===== src/rtl/rsv_pkg.sv =====
package rsv_pkg;
  typedef enum logic [1:0] {
    OP_LOAD  = 2'b00,
    OP_STORE = 2'b01,
    OP_LINK  = 2'b10,
    OP_COND  = 2'b11
  } op_kind_e;
endpackage


===== src/rtl/rsv_slot.sv =====
// One reservation register per requester, with snooping of committed writes.
module rsv_slot #(
  parameter int NUM_REQ = 2,
  parameter int WORD_W  = 30
) (
  input  logic               clk,
  input  logic               rst_n,
  input  logic               link_set,
  input  logic               link_kill,
  input  logic               cond_issue,
  input  logic [WORD_W-1:0]  link_word,
  input  logic [NUM_REQ-1:0] commit_i,
  input  logic [WORD_W-1:0]  word_i [NUM_REQ],
  output logic               held,
  output logic [WORD_W-1:0]  held_word
);
  logic snoop_hit;

  always_comb begin
    snoop_hit = 1'b0;
    for (int j = 0; j < NUM_REQ; j++) begin
      if (commit_i[j] && (word_i[j] == held_word)) snoop_hit = 1'b1;
    end
  end

  always_ff @(posedge clk) begin
    if (!rst_n) begin
      held      <= 1'b0;
      held_word <= '0;
    end else if (link_set) begin
      held      <= !link_kill;
      held_word <= link_word;
    end else if (cond_issue) begin
      held <= 1'b0;
    end else if (snoop_hit && held) begin
      held <= 1'b0;
    end
  end

  assert_link_records_R1: assert property (@(posedge clk) disable iff (!rst_n)
    (link_set && !link_kill) |=> (held && held_word == $past(link_word)));
  assert_cond_clears_R4: assert property (@(posedge clk) disable iff (!rst_n)
    (cond_issue && !link_set) |=> !held);
  assert_snoop_clears_R6: assert property (@(posedge clk) disable iff (!rst_n)
    (snoop_hit && !link_set) |=> !held);
  assert_link_killed_R8: assert property (@(posedge clk) disable iff (!rst_n)
    (link_set && link_kill) |=> !held);
endmodule


===== src/rtl/sc_commit.sv =====
// Same-cycle write decision: ordered by requester index, lowest first.
module sc_commit
  import rsv_pkg::*;
#(
  parameter int NUM_REQ = 2,
  parameter int WORD_W  = 30
) (
  input  logic                 clk,
  input  logic                 rst_n,
  input  logic [NUM_REQ-1:0]   op_valid,
  input  logic [2*NUM_REQ-1:0] op_kind,
  input  logic [WORD_W-1:0]    word_i [NUM_REQ],
  input  logic [NUM_REQ-1:0]   held,
  input  logic [WORD_W-1:0]    held_word [NUM_REQ],
  output logic [NUM_REQ-1:0]   commit,
  output logic [NUM_REQ-1:0]   cond_ok,
  output logic [NUM_REQ-1:0]   link_kill
);
  always_comb begin
    logic [NUM_REQ-1:0] cm;
    logic               blocked;
    op_kind_e           k;
    cm = '0;
    cond_ok = '0;
    for (int i = 0; i < NUM_REQ; i++) begin
      k = op_kind_e'(op_kind[2*i +: 2]);
      blocked = 1'b0;
      for (int j = 0; j < NUM_REQ; j++) begin
        if ((j < i) && cm[j] && (word_i[j] == word_i[i])) blocked = 1'b1;
      end
      cond_ok[i] = op_valid[i] && (k == OP_COND) && held[i] &&
                   (held_word[i] == word_i[i]) && !blocked;
      cm[i] = (op_valid[i] && (k == OP_STORE)) || cond_ok[i];
    end
    commit = cm;
    link_kill = '0;
    for (int i = 0; i < NUM_REQ; i++) begin
      for (int j = 0; j < NUM_REQ; j++) begin
        if ((j != i) && cm[j] && (word_i[j] == word_i[i])) link_kill[i] = 1'b1;
      end
    end
  end

  for (genvar a = 0; a < NUM_REQ; a++) begin : g_chk
    assert_store_commits_R2: assert property (@(posedge clk) disable iff (!rst_n)
      (op_valid[a] && op_kind[2*a +: 2] == 2'b01) |-> commit[a]);
    for (genvar b = a + 1; b < NUM_REQ; b++) begin : g_pair
      assert_single_winner_R7: assert property (@(posedge clk) disable iff (!rst_n)
        !(cond_ok[a] && cond_ok[b] && (word_i[a] == word_i[b])));
    end
  end
endmodule


===== src/rtl/rsv_monitor.sv =====
module rsv_monitor
  import rsv_pkg::*;
#(
  parameter int NUM_REQ  = 2,
  parameter int ADDR_W   = 32,
  parameter int WORD_LSB = 2
) (
  input  logic                      clk,
  input  logic                      rst_n,
  input  logic [NUM_REQ-1:0]        op_valid,
  input  logic [2*NUM_REQ-1:0]      op_kind,
  input  logic [ADDR_W*NUM_REQ-1:0] op_addr,
  output logic [NUM_REQ-1:0]        wr_commit,
  output logic [NUM_REQ-1:0]        sc_rsp_valid,
  output logic [NUM_REQ-1:0]        sc_rsp_ok
);
  localparam int WORD_W = ADDR_W - WORD_LSB;

  logic [WORD_W-1:0]  word_v [NUM_REQ];
  logic [WORD_W-1:0]  held_word [NUM_REQ];
  logic [NUM_REQ-1:0] held;
  logic [NUM_REQ-1:0] is_link;
  logic [NUM_REQ-1:0] is_cond;
  logic [NUM_REQ-1:0] cond_ok;
  logic [NUM_REQ-1:0] link_kill;

  for (genvar i = 0; i < NUM_REQ; i++) begin : g_req
    assign word_v[i]  = op_addr[ADDR_W*i + WORD_LSB +: WORD_W];
    assign is_link[i] = op_valid[i] && (op_kind_e'(op_kind[2*i +: 2]) == OP_LINK);
    assign is_cond[i] = op_valid[i] && (op_kind_e'(op_kind[2*i +: 2]) == OP_COND);

    rsv_slot #(.NUM_REQ(NUM_REQ), .WORD_W(WORD_W)) slot_i (
      .clk        (clk),
      .rst_n      (rst_n),
      .link_set   (is_link[i]),
      .link_kill  (link_kill[i]),
      .cond_issue (is_cond[i]),
      .link_word  (word_v[i]),
      .commit_i   (wr_commit),
      .word_i     (word_v),
      .held       (held[i]),
      .held_word  (held_word[i])
    );

    assert_rsp_due_R5: assert property (@(posedge clk) disable iff (!rst_n)
      is_cond[i] |=> sc_rsp_valid[i]);
    assert_rsp_quiet_R5: assert property (@(posedge clk) disable iff (!rst_n)
      !is_cond[i] |=> (!sc_rsp_valid[i] && !sc_rsp_ok[i]));
    assert_ok_had_commit_R3: assert property (@(posedge clk) disable iff (!rst_n)
      sc_rsp_ok[i] |-> $past(wr_commit[i]));
  end

  sc_commit #(.NUM_REQ(NUM_REQ), .WORD_W(WORD_W)) commit_i (
    .clk       (clk),
    .rst_n     (rst_n),
    .op_valid  (op_valid),
    .op_kind   (op_kind),
    .word_i    (word_v),
    .held      (held),
    .held_word (held_word),
    .commit    (wr_commit),
    .cond_ok   (cond_ok),
    .link_kill (link_kill)
  );

  always_ff @(posedge clk) begin
    if (!rst_n) begin
      sc_rsp_valid <= '0;
      sc_rsp_ok    <= '0;
    end else begin
      sc_rsp_valid <= is_cond;
      sc_rsp_ok    <= cond_ok;
    end
  end
endmodule


===== config.mk =====
export PLATFORM = sky130hd
export DESIGN_NAME = rsv_monitor
export DESIGN_NICKNAME = d
export VERILOG_FILES = /design/src/rtl/rsv_pkg.sv /design/src/rtl/rsv_slot.sv /design/src/rtl/sc_commit.sv /design/src/rtl/rsv_monitor.sv
export SDC_FILE = /design/constraint.sdc
export NUM_CORES = 1
export LEC_CHECK = 0
export CAP_MARGIN = 15
export CORE_ASPECT_RATIO = 1.2
export CORE_MARGIN = 2
export CORE_UTILIZATION = 58
export CTS_CLUSTER_SIZE = 14
export DETAILED_ROUTE_END_ITERATION = 8
export DONT_BUFFER_PORTS = 1
export PLACE_DENSITY = 0.74
export SYNTH_ARGS = -nofsm -noshare
export SYNTH_HDL_FRONTEND = slang
export SYNTH_SLANG_ARGS = --single-unit
export TNS_END_PERCENT = 30

===== constraint.sdc =====
create_clock -name clk -period 2.65 [get_ports clk]
set_input_delay 0.795 -clock clk [delete_from_list [all_inputs] [get_ports clk]]
set_output_delay 0.795 -clock clk [all_outputs]
set_load 0.01 [all_outputs]

== After elaboration in Yosys (flattened, before gate mapping) ==
Index checks and enable logic that the tools add are counted.
Cells by class
  reductions and logical operators: 25
  shift operators: 0
  bitwise gates (word level): 0
  $mul: 0
  $add $sub $neg: 0
  eq/ne operators: 14
  $lt $le $gt $ge: 0
  mux-type cells: 12
  divide/modulo/power cells: 0
Operator list (number)
  30-bit equality test: 8
  1-bit logical AND: 19
  1-bit 2-to-1 mux: 12
  2-bit equality test, second input constant: 4
  3-bit nonzero test: 2
  2-bit by 1-bit equality test with 1-bit output, second input constant: 2
  1-bit zero test: 2
  1-bit logical OR: 2
Storage, ports and cells
  output and inout bits: 6
  word-level logic and storage cells: 57
  bits in latches: 0
  memory bits (read-only): 0
  flip-flop bits (word level): 66
  bits of input ports: 72
  RAM bits: 0
  memories kept: 0

== Longest topological paths before layout ==
  word-level depth: 16
  depth in mapped cells: 6

== By module ==
Synthesis repeated with hierarchy kept, for this count alone.
Unflattened totals
  cells, all modules: 511
  area total of the unflattened synthesis: 4878.4 um2
Modules (own cells, without submodules)
  rsv_slot: area an instance 1816.7 um2, cells each 181, seq. area each 620.6 um2, instances 2
  sc_commit: area an instance 1102.3 um2, cells each 137, seq. area each 0.0 um2, instances 1
  rsv_monitor: area an instance 142.6 um2, cells each 12, seq. area each 80.1 um2, instances 1

== Least setup slack after synthesis ==
No wires, ideal clock.
  path kind: input to output
  start point: input op_addr[8]
  end point: output wr_commit[1]
  arrival: 1.903 ns
  slack: -0.048 ns
  stages on the path: 6
  path through: xnor2_1 -> nand4_1 -> nor4_4 -> a31oi_2 -> o211ai_1 -> a21oi_1
On the way
  cells in the longest elaborated chain, start to end: 8
RTL lines
  from (decl): RTL line rsv_monitor.sv:12  | input logic [ADDR_W*NUM_REQ-1:0] op_addr,
  30-bit equality test: RTL line sc_commit.sv:32  | (held_word[i] == word_i[i]) && !blocked;
  1-bit logical AND: RTL line sc_commit.sv:31  | cond_ok[i] = op_valid[i] && (k == OP_COND) && held[i] &&
  1-bit logical OR: RTL line sc_commit.sv:33  | cm[i] = (op_valid[i] && (k == OP_STORE)) || cond_ok[i];
  1-bit logical AND *: RTL line sc_commit.sv:29  | if ((j < i) && cm[j] && (word_i[j] == word_i[i])) blocked = 1'b1;
  1-bit 2-to-1 mux *: RTL line sc_commit.sv:29
  1-bit zero test *: RTL line sc_commit.sv:32
  1-bit logical AND *: RTL line sc_commit.sv:32
  1-bit logical OR *: RTL line sc_commit.sv:33
  to (decl): RTL line rsv_monitor.sv:13  | output logic [NUM_REQ-1:0] wr_commit,
Mark *: on every way between the ends. The rest lies on a longest branch, timed or not.

== Worst setup path after layout ==
  start point: input op_addr[25]
  end point: output wr_commit[1]
Same word-level chain as after synthesis.

==> results.sh <==
export IMPL_switchingPower_mw=0.616
export IMPL_die_area_sq_um=7890
export IMPL_synth_edf_count=0
export IMPL_cts_root_buf="clkbuf_8"
export IMPL_grtUsageMet1=0.388
export IMPL_routed_wirelength_um=12700
export IMPL_max_freq_mhz=349
export IMPL_gr_usage_met3=0.0802
export IMPL_clkLatencyLatePin_ns=0.35
export IMPL_grt_antenna_before_repair=0
export IMPL_rsz0062_at_grt="yes"
export IMPL_areaGrowthSynthToFinish_pct=19.7
export IMPL_antenna_left=0
export IMPL_io_buffers=0
export IMPL_required_ns=1.86
export IMPL_tightest_slew_ns=0.716
export IMPL_clkTransAtPathRegs_ns=0.08
export IMPL_placed_area_sq_um=4370
export IMPL_slew_violations=0
export IMPL_layout_min_cycle_time_ns=2.87
export IMPL_fp_dieW_um=81.4
export IMPL_via_count=3702
export IMPL_finalSetupViolCount=4
export IMPL_start_kind="input port"
export IMPL_grt_use_total=0.328
export IMPL_grt_pass1_wl_um=19300
export IMPL_synthFlopType="dfxtp_1"
export IMPL_initial_utilization=0.605
export IMPL_endpoint_kind="output pin"
export IMPL_fin_worst_skew_ns=0.00824
export IMPL_ys_seq_area_frac=0.317
export IMPL_wl_per_cell_um=20.6
export IMPL_h_tree_depth=3
export IMPL_grt_max_degree=66
export IMPL_cts_sinks=66
export IMPL_power_frac_clock=0.433
export IMPL_setup_tns_ns=-0.400
export IMPL_final_cell_mix="129 x nand2_1, 69 x xnor2_1, 63 x dfxtp_1, 58 x xor2_1, 55 x a21boi_0"
export IMPL_p_sw_frac=0.246
export IMPL_drt_first_pass_iters=5
export IMPL_ys_ff_latch=66
export IMPL_yosys_warnings=0
export IMPL_fillers=520
export IMPL_status="finished, violations left"
export IMPL_synth_fp_nets=579
export IMPL_syn_inst=507
export IMPL_layout_drive_gt1_share=0.164
export IMPL_overflow=0
export IMPL_gp_congestion=0.986
export IMPL_hp_class="reg2reg"
export IMPL_finalCritPeriodShare=1.08
export IMPL_violations="negative setup slack"
export IMPL_numCtsBuffers=9
export IMPL_diodes=0
export IMPL_hold_violations=0
export IMPL_drc=0
export IMPL_totalPowerFinal_mw=2.51
export IMPL_path_max_fanout=4
export IMPL_grt_pass1_vias=3711
export IMPL_async_flop_share=0
export IMPL_grt_busiest_layer="met2"
export IMPL_internal_power_mw=1.89
export IMPL_syn_cell_area_sq_um=4170
export IMPL_worstSetupPathType="in2out"
export IMPL_seq_power_share=0.424
export IMPL_routed_via_density=6.00
export IMPL_drt_iter0_markers=404
export IMPL_io_pins=78
export IMPL_p_leak_nw=1.80
export IMPL_use_met2=0.535
export IMPL_avgSynthCellArea_sq_um=8.23
export IMPL_arrival_ns=2.07
export IMPL_slew_headroom=0.523
export IMPL_irDropWorstVdd_mv=0.396
export IMPL_share_comb_of_total_power=0.144
export IMPL_worst_slack_ns=-0.215
export IMPL_powerDensity_nw_per_um2=503
export IMPL_core_area_sq_um=6900
export IMPL_postLayoutCellArea_sq_um=4990
export IMPL_die_y_um=96.9
export IMPL_drv_cap=0
export IMPL_regArea_sq_um=1330
export IMPL_final_core_utilization=0.724
export IMPL_cts_tree="built"
export IMPL_multiInputGateArea_sq_um=3070
export IMPL_num_rows=33
export IMPL_final_common_cell="nand2_1"
export IMPL_nNetsFinal=597
export IMPL_synthDistinctLibCells=30
export IMPL_place_hpwl_um=9150
export IMPL_cts_buffer_depth=2
export IMPL_r2r_slack_ns=0
state kept, by name, summed over array words and instances (netlist names):
| signal | count |
|---|---|
| g_req.slot_i.held_word | 60 |
| g_req.slot_i.held | 2 |
| sc_rsp_ok | 2 |
| sc_rsp_valid | 2 |
stage by stage:
step                std cells  setup slack [ns]  hold slack (ns)
finish                    617            -0.215            0.503
global placement          588            -0.258            0.479
global route              617            -0.270            0.526
CTS                       616            -0.186            0.498
detailed placement        588            -0.271            0.487
floorplan                 507          -0.00639            0.470
final timing paths:
check / startpoint / endpoint / cells after the start
worst min-delay path: g_req[1].slot_i.held_word[12]$_SDFFE_PN0P_ / g_req[1].slot_i.held_word[12]$_SDFFE_PN0P_ / 2
worst min register to register: g_req[1].slot_i.held_word[12]$_SDFFE_PN0P_ / g_req[1].slot_i.held_word[12]$_SDFFE_PN0P_ / 2
worst max register to register: g_req[1].slot_i.held_word[10]$_SDFFE_PN0P_ / g_req[1].slot_i.held$_SDFFE_PN0P_ / 15
worst max-delay path: op_addr[25] / wr_commit[1] / 6
synthesized netlist by cell type, drive strengths merged, types with 2 or more instances:
| library cell | n | area (sq um) |
|---|---|---|
| nand2 | 129 | 484 |
| xnor2 | 90 | 788 |
| dfxtp | 66 | 1320 |
| a21boi | 61 | 458 |
| xor2 | 60 | 526 |
| nand4 | 26 | 163 |
| clkbuf | 20 | 75.1 |
| nor4 | 19 | 134 |
| nor2 | 9 | 33.8 |
| nand3 | 4 | 20.0 |
| a31oi | 3 | 25.0 |
| nor3 | 3 | 15.0 |
| and2 | 2 | 13.8 |
| and3 | 2 | 12.5 |
| or2 | 2 | 12.5 |
final cells by class:
type,count,area share
Sequential cell,66,0.265
Inverter,1,0.000752
Clock buffer,12,0.0311
Multi-Input combinational cell,420,0.614
Clock inverter,4,0.0196
Tap cell,87,0.0218
Timing Repair Buffer,27,0.0469
kinds of logic (layout without fill, tap and decap cells):
family | count (synthesis) | in the layout | synth area share
simple gates | 199 | 199 | 0.219
xor+xnor | 150 | 150 | 0.315
compound gates | 71 | 71 | 0.130
flops | 66 | 66 | 0.317
buf+inv | 21 | 44 | 0.0189
worst max-delay path: stages:
cell	delay (ns)
xnor2_4	0.16
nand4_1	0.18
nor4_4	0.41
a31oi_2	0.15
o211ai_1	0.25
a21oi_2	0.11
metal layers:
metal  wire, um  part of all wire
met1       4630              0.36
met2       6200              0.49
met3       1210             0.095
met4        674             0.053
met5          0                 0
power groups by stage:
stage	clock network, mW	registers (mW)	logic, mW
final	1.08	1.06	0.360
after global routing	1.13	1.07	0.382
after floorplan	0	1.08	0.250
after detailed placement	0	1.08	0.320
after CTS	1.09	1.06	0.338
after global placement	0	1.08	0.318
repair_timing:
item	CTS	global route
hold buffers	0	0
pin swaps	14	18
endpoints found under the setup margin	2	4
resized for setup	24	18
buffers inserted	12	1
No activity file was read; power rests on OpenSTA's default activity.
